File: src/rtl/qstage_pkg.sv
package qstage_pkg;

  typedef enum logic [1:0] {
    QV_ZERO = 2'b00,
    QV_ONE  = 2'b01,
    QV_V0   = 2'b10,
    QV_V1   = 2'b11
  } qval_e;

  typedef enum logic [1:0] {
    OP_PASS,
    OP_FLIP,
    OP_ROOT,
    OP_ROOTINV
  } qop_e;

  typedef struct packed {
    qop_e firstOp;
    qop_e secondOp;
    logic cfgBad;
  } stageCtrl_t;

  function automatic qval_e applyOp(qop_e op, qval_e v);
    qval_e r;
    r = v;
    unique case (op)
      OP_PASS: r = v;
      OP_FLIP: begin
        unique case (v)
          QV_ZERO: r = QV_ONE;
          QV_ONE:  r = QV_ZERO;
          QV_V0:   r = QV_V1;
          QV_V1:   r = QV_V0;
        endcase
      end
      OP_ROOT: begin
        unique case (v)
          QV_ZERO: r = QV_V0;
          QV_ONE:  r = QV_V1;
          QV_V0:   r = QV_ONE;
          QV_V1:   r = QV_ZERO;
        endcase
      end
      OP_ROOTINV: begin
        unique case (v)
          QV_ZERO: r = QV_V1;
          QV_ONE:  r = QV_V0;
          QV_V0:   r = QV_ZERO;
          QV_V1:   r = QV_ONE;
        endcase
      end
    endcase
    return r;
  endfunction

endpackage

File: src/rtl/qstage_ctrl.sv
module qstage_ctrl
  import qstage_pkg::*;
#(
  parameter int NUM_WIRES = 4,
  parameter int IDX_W     = $clog2(NUM_WIRES)
) (
  input  logic [2:0]       gateSel,
  input  logic [IDX_W-1:0] ctrlIdx,
  input  logic [IDX_W-1:0] dataIdx,
  output stageCtrl_t       strobes
);

  logic ctrlOutOfRange;
  logic dataOutOfRange;
  logic sameWire;
  logic badCode;

  always_comb begin
    ctrlOutOfRange = 32'(ctrlIdx) >= NUM_WIRES;
    dataOutOfRange = 32'(dataIdx) >= NUM_WIRES;
    sameWire       = ctrlIdx == dataIdx;
    badCode        = gateSel == 3'd7;
  end

  always_comb begin
    strobes.firstOp  = OP_PASS;
    strobes.secondOp = OP_PASS;
    unique case (gateSel)
      3'd0: strobes.firstOp = OP_FLIP;
      3'd1: strobes.firstOp = OP_ROOT;
      3'd2: strobes.firstOp = OP_ROOTINV;
      3'd3: begin strobes.firstOp = OP_FLIP;    strobes.secondOp = OP_ROOT;    end
      3'd4: begin strobes.firstOp = OP_FLIP;    strobes.secondOp = OP_ROOTINV; end
      3'd5: begin strobes.firstOp = OP_ROOT;    strobes.secondOp = OP_FLIP;    end
      3'd6: begin strobes.firstOp = OP_ROOTINV; strobes.secondOp = OP_FLIP;    end
      default: ;
    endcase
    strobes.cfgBad = badCode | ctrlOutOfRange | dataOutOfRange | sameWire;
  end

endmodule

File: src/rtl/qstage_dp.sv
module qstage_dp
  import qstage_pkg::*;
#(
  parameter int NUM_WIRES = 4,
  parameter int IDX_W     = $clog2(NUM_WIRES),
  parameter int VEC_W     = 2 * NUM_WIRES
) (
  input  logic [VEC_W-1:0] wiresIn,
  input  logic [IDX_W-1:0] ctrlIdx,
  input  logic [IDX_W-1:0] dataIdx,
  input  logic             errIn,
  input  stageCtrl_t       strobes,
  output logic [VEC_W-1:0] wiresOut,
  output logic             errOut
);

  qval_e lanes [NUM_WIRES];
  qval_e ctrlVal;
  logic  gateFires;

  for (genvar k = 0; k < NUM_WIRES; k++) begin : g_unpack
    assign lanes[k] = qval_e'(wiresIn[2*k +: 2]);
  end

  always_comb begin
    ctrlVal = QV_ZERO;
    for (int k = 0; k < NUM_WIRES; k++) begin
      if (ctrlIdx == IDX_W'(k)) ctrlVal = lanes[k];
    end
  end

  assign gateFires = !strobes.cfgBad && (ctrlVal == QV_ONE);
  assign errOut    = errIn | (!strobes.cfgBad && ctrlVal[1]);

  for (genvar k = 0; k < NUM_WIRES; k++) begin : g_lane
    qval_e stepOne;
    qval_e stepTwo;
    logic  isTarget;
    always_comb begin
      isTarget = gateFires && (dataIdx == IDX_W'(k));
      stepOne  = applyOp(strobes.firstOp, lanes[k]);
      stepTwo  = applyOp(strobes.secondOp, stepOne);
    end
    assign wiresOut[2*k +: 2] = isTarget ? stepTwo : lanes[k];
  end

endmodule

File: src/rtl/qstage_top.sv
module qstage_top
  import qstage_pkg::*;
#(
  parameter int NUM_WIRES = 4,
  localparam int IDX_W    = $clog2(NUM_WIRES),
  localparam int VEC_W    = 2 * NUM_WIRES
) (
  input  logic [VEC_W-1:0] wiresIn,
  input  logic [2:0]       gateSel,
  input  logic [IDX_W-1:0] ctrlIdx,
  input  logic [IDX_W-1:0] dataIdx,
  input  logic             errIn,
  output logic [VEC_W-1:0] wiresOut,
  output logic             errOut,
  output logic             cfgErr
);

  stageCtrl_t strobes;

  qstage_ctrl #(.NUM_WIRES(NUM_WIRES), .IDX_W(IDX_W)) ctrl_i (
    .gateSel (gateSel),
    .ctrlIdx (ctrlIdx),
    .dataIdx (dataIdx),
    .strobes (strobes)
  );

  qstage_dp #(.NUM_WIRES(NUM_WIRES), .IDX_W(IDX_W), .VEC_W(VEC_W)) dp_i (
    .wiresIn  (wiresIn),
    .ctrlIdx  (ctrlIdx),
    .dataIdx  (dataIdx),
    .errIn    (errIn),
    .strobes  (strobes),
    .wiresOut (wiresOut),
    .errOut   (errOut)
  );

  assign cfgErr = strobes.cfgBad;

endmodule

File: config.mk
export PLATFORM = sky130hd
export DESIGN_NAME = qstage_top
export DESIGN_NICKNAME = d
export VERILOG_FILES = /design/src/rtl/qstage_pkg.sv /design/src/rtl/qstage_ctrl.sv /design/src/rtl/qstage_dp.sv /design/src/rtl/qstage_top.sv
export SDC_FILE = /design/constraint.sdc
export NUM_CORES = 1
export LEC_CHECK = 0
export CAP_MARGIN = 20
export CELL_PAD_IN_SITES_DETAIL_PLACEMENT = 1
export CELL_PAD_IN_SITES_GLOBAL_PLACEMENT = 1
export CORE_ASPECT_RATIO = 1.75
export CORE_MARGIN = 4
export CORE_UTILIZATION = 40
export DETAILED_ROUTE_END_ITERATION = 10
export PLACE_DENSITY = 0.84
export SYNTH_ARGS = -nofsm -noshare
export SYNTH_HDL_FRONTEND = slang
export SYNTH_SLANG_ARGS = --single-unit
File: constraint.sdc
create_clock -name vclk -period 5.1
set_input_delay 1.275 -clock vclk [all_inputs]
set_output_delay 1.275 -clock vclk [all_outputs]
set_load 0.05 [all_outputs]
Yosys cells after proc, flatten, opt, wreduce, memory -nomap -nowiden
Index checks and enable logic that the tools add are counted.
Storage, ports and cells
  register bits: 0
  latch bits: 0
  bits in writable memories: 0
  ROM bits: 0
  bits of input ports: 16
  output and inout port bits: 10
  word-level logic and storage cells: 113
  memories kept: 0
Operators by class
  add/subtract/negate cells: 0
  multiply operators: 0
  divide/modulo/power cells: 0
  order comparisons: 0
  equality and inequality tests: 45
  shift-type cells: 0
  muxes and demuxes: 42
  bitwise logic cells: 2
  reductions and logical operators: 24
Operators by type and width (count)
  2-bit case mux with 4 select lines: 32
  2-bit equality test (second input constant): 24
  2-bit by 1-bit equality test with 1-bit output (second input constant): 13
  2-bit zero test: 12
  2-bit 2-to-1 mux: 8
  3-bit equality test (second input constant): 4
  2-bit case mux with 3 select lines: 2
  3-bit by 2-bit equality test with 1-bit output (second input constant): 2
  1-bit logical AND: 6
  2-bit OR reduction: 3
  3-bit by 1-bit equality test with 1-bit output (second input constant): 1
  3-bit zero test: 1
  3-bit OR reduction: 1
  2-bit equality test: 1
  1-bit bitwise OR: 2
  1-bit zero test: 1

Longest topological paths before layout
  word-level depth: 9
  depth in mapped cells: 12
  depth with buffers taken out: 11

Modules after synthesis
From an unflattened synthesis, not the netlist that was laid out.
Second synthesis, totals
  cell total of the unflattened synthesis: 154
  area total of the unflattened synthesis: 1167.4 um2
Modules (own cells, without submodules)
  qstage_dp: times used 1, cells an instance 143, area an instance 1098.6 um2, sequential area each 0.0 um2
  qstage_ctrl: times used 1, cells an instance 11, area an instance 68.8 um2, sequential area each 0.0 um2

Least setup slack after synthesis
Ideal clock, no wire load.
  path type: in2out
  start point: in gateSel[0]
  end point: out wiresOut[2]
  arrival: 4.469 ns
  required time: 3.825 ns
  slack: -0.644 ns
  stages: 11
  buffers on the path: 2
  cells stage by stage: inv_1 ha_1 buf_6 or4_1 buf_6 mux2i_1 inv_1 ha_1 o21ai_0 a211oi_1 o31ai_1
On the way
  word-level cells in the longest chain between the ends: 9
  elaborated cells between the ends (all ways): 36
  those cells by class: eq/ne: 16; mux: 8; bitwise: 1; reduce/logical: 11
Ends and longest elaborated chain
  start: declaration: RTL line qstage_top.sv:9  | input logic [2:0] gateSel,
  3-bit by 2-bit equality test with 1-bit output, or another cell as far along: RTL line qstage_ctrl.sv:28  | unique case (gateSel)
  3-bit OR reduction (no line) / 2-bit OR reduction (equally long branches)
  2-bit case mux with 3 select lines: RTL line qstage_ctrl.sv:28
  2-bit equality test, or another cell as far along: RTL line qstage_pkg.sv:26  | unique case (op)
  2-bit case mux with 4 select lines: RTL line qstage_pkg.sv:26
  2-bit equality test, or another cell as far along: RTL line qstage_pkg.sv:29, qstage_pkg.sv:37, qstage_pkg.sv:45
  2-bit case mux with 4 select lines (on tied branches): RTL line qstage_pkg.sv:45, qstage_pkg.sv:29, qstage_pkg.sv:37
  2-bit case mux with 4 select lines: RTL line qstage_pkg.sv:26
  2-bit 2-to-1 mux *: RTL line qstage_dp.sv:44  | assign wiresOut[2*k +: 2] = isTarget ? stepTwo : lanes[k];
  end: declaration: RTL line qstage_top.sv:13  | output logic [VEC_W-1:0] wiresOut,
Every way passes the cells marked *; elsewhere a longest branch is shown, timed or not.

Worst setup path in the final report
  start point: in wiresIn[1]
  end point: out wiresOut[1]
On the way
  word-level cells in the longest chain between the ends: 8
  elaborated cells between the ends (all ways): 24
  those cells by class: eq/ne: 7; mux: 13; reduce/logical: 4
Ends and longest elaborated chain
  start: declaration: RTL line qstage_top.sv:8  | input logic [VEC_W-1:0] wiresIn,
  branches (longest 7 deep; another with 2-bit case mux with 4 select lines)
  2-bit 2-to-1 mux *: RTL line qstage_dp.sv:44
Every way passes the cells marked *.

==> out/metrics.csv <==
metric;value;unit
Distinct cells, synth;27;
period utilisation layout;103.7;%
Synth warnings;0;
Top Ports;26;
Via Count;1593;
mapped cell area;0.001215;mm2
count of final max-slew check failures;0;
slew margin rel.;49.73;%
setup ws final;-186.2;ps
Required @ worst endpoint;3830;ps
iteration count of the initial detailed-routing pass;4;
share of cells above drive strength 1;43.24;%
CP Max Fanout;3;
Setup CP Type;in2out;
core area;0.002928;mm2
Synth area leaders;ha_1, nor2_1, mux2i_1;
antenna viol nets, final;0;
Post-Synthesis Cells;157;
row count;26;
violated checks;setup timing;
area growth from synthesis to layout;71.99;%
Syn Nets;211;
post-layout instance count excluding filler cells;251;
GR Util All Layers;28.86;%
Die Area;0.004018;mm2
element type at the critical path end;output port;
Yosys top cell by area;ha_1;
footprint of the multi-input gates;0.001306;mm2
detailed-route DRC error count;0;
mean post-synth cell area;7.738;um2
pwr/cell area;157.0;mW/mm2
FILL cells;322;
Final min period;5286;ps
final RePlAce weighted congestion;0.8431;
FF/Latch Area;0;um2
largest net degree at the start of global routing;9;
hold_buf cts;0;
Seq/Total Area, Yosys;0;%
vias in the first global route;1725;
# placed instances;249;
DR vias/cell;6.347;
PortBufs;26;
clock buf count;0;
Hold Crit Class;in2out;
top cell type's share of synthesized area;39.13;%
routed len/inst;27.23;um
initial antenna violation count;0;
Iter 0 DRT Violations;79;
Hold Slack;3048;ps
Lkg Pwr;1.038;nW
worst slack, placed;-524.6;ps
setup violators final;3;
Fin Setup TNS;-420.8;ps
Slew @ Worst Pin;751.3;ps
nets@finish;278;
global-route wire length before repair;8756;um
CP Launch Type;input pin;
Fmax achieved;189.2;MHz
num sequential;0;
dpl hpwl;4297;um
Fin. Hold Viols;0;
drt total wl;6834;um
GRT overflow;0;
status;complete, but fails checks;
Starting Density;41.50;%
die width;49.66;um
die height;80.91;um
Arr. time, crit path;4010;ps
maximum VDD drop;0.09319;mV
maxcap violations;0;
## critical path, cell delays in order
cell and delay, ps:
clkdlybuf4s50_1 520, inv_1 90, ha_1 300, mux2i_1 240, o21ai_1 130, mux2_4 310, buf_6 140, ha_1 230
nor2_1 250, o221a_2 300, o21ai_4 80, buf_12 150
## cell families (layout without fill, tap and decap cells)
group                    after synthesis  after routing  synth area share (%)
AND/OR/NAND/NOR                       44             44                 16.89
adder cells (fa/ha/maj)               38             38                 39.14
AO/OA/AOI/OAI                         37             37                 19.46
buffers and inverters                 22             87                 8.136
multiplexers                          14             14                 14.93
XOR/XNOR                               2              2                 1.442
other                                  0              1                     0
## cell type report
cell class	instances	area share, %
Timing Repair Buffer	67	31.62
Multi-Input combinational cell	135	62.51
Inverter	20	4.072
Tap cell	28	1.677
Antenna cell	1	0.1198
## stage by stage
stage | utilization (%) | area (um2) | power (mW)
floorplan | - | 1277 | 0.1395
global placement | 65.51 | 1918 | 0.2377
detailed placement | 65.51 | 1918 | 0.2636
CTS | 69.27 | 2028 | 0.2860
global route | 71.28 | 2087 | 0.3435
finish | 71.37 | 2090 | 0.3281
## where the power goes
group	total [mW]	leakage [nW]	internal, mW	switching, mW
sequential	0	0	0	0
clock	0.0000000263	0.00000634	0.0000000263	0
combinational	0.328	1.04	0.148	0.180
## layout by cell type (no fill, tap or decap), types with 2 or more instances in the layout
| cell type | instances |
|---|---|
| a211oi_2 | 4 |
| buf_12 | 8 |
| buf_2 | 2 |
| buf_4 | 36 |
| buf_6 | 5 |
| clkdlybuf4s50_1 | 13 |
| dlymetal6s2s_1 | 2 |
| ha_1 | 31 |
| ha_2 | 3 |
| ha_4 | 4 |
| inv_1 | 12 |
| inv_2 | 5 |
| inv_4 | 2 |
| mux2_4 | 4 |
| mux2i_1 | 5 |
| mux2i_2 | 3 |
| mux4_2 | 2 |
| nand2_1 | 14 |
| nor2_1 | 22 |
| o21ai_0 | 6 |
| o21ai_1 | 6 |
| o21ai_2 | 4 |
| o21ai_4 | 2 |
| o221a_1 | 2 |
| o221a_2 | 2 |
| o22ai_1 | 4 |
| o31ai_4 | 3 |
| or4_1 | 2 |
| xor2_1 | 2 |
## per-layer routing
layer | up-vias | global-route usage, % | wire length (um)
met2 | 92 | 57.43 | 3636
met1 | 781 | 26.21 | 2275
met4 | 0 | 21.05 | 585
met3 | 42 | 2.752 | 336
met5 | - | 0 | 0
li1 | 678 | - | -
## worst paths after layout
kind,cells after the start,endpoint,slack [ps],start
worst min-delay path,4,wiresOut[6],3050,wiresIn[6]
worst max-delay path,12,wiresOut[1],-190,wiresIn[1]
## synth_stat cells (all sizes together), types with 2 or more instances
cell    count
mux2i       8
a21oi       2
nor2       22
o221a       4
o31ai       3
o22ai       5
buf         2
mux4        2
xor2        2
or4         3
nand2      14
ha         38
a211oi      4
mux2        4
o21ai      18
inv        19
## what timing repair did
item | CTS | global route
buffers inserted | 1 | 0
resized for setup | 35 | 21
pin swaps | 10 | 7
setup endpoints to repair | 8 | 8
(Power assumes the default switching activity.)
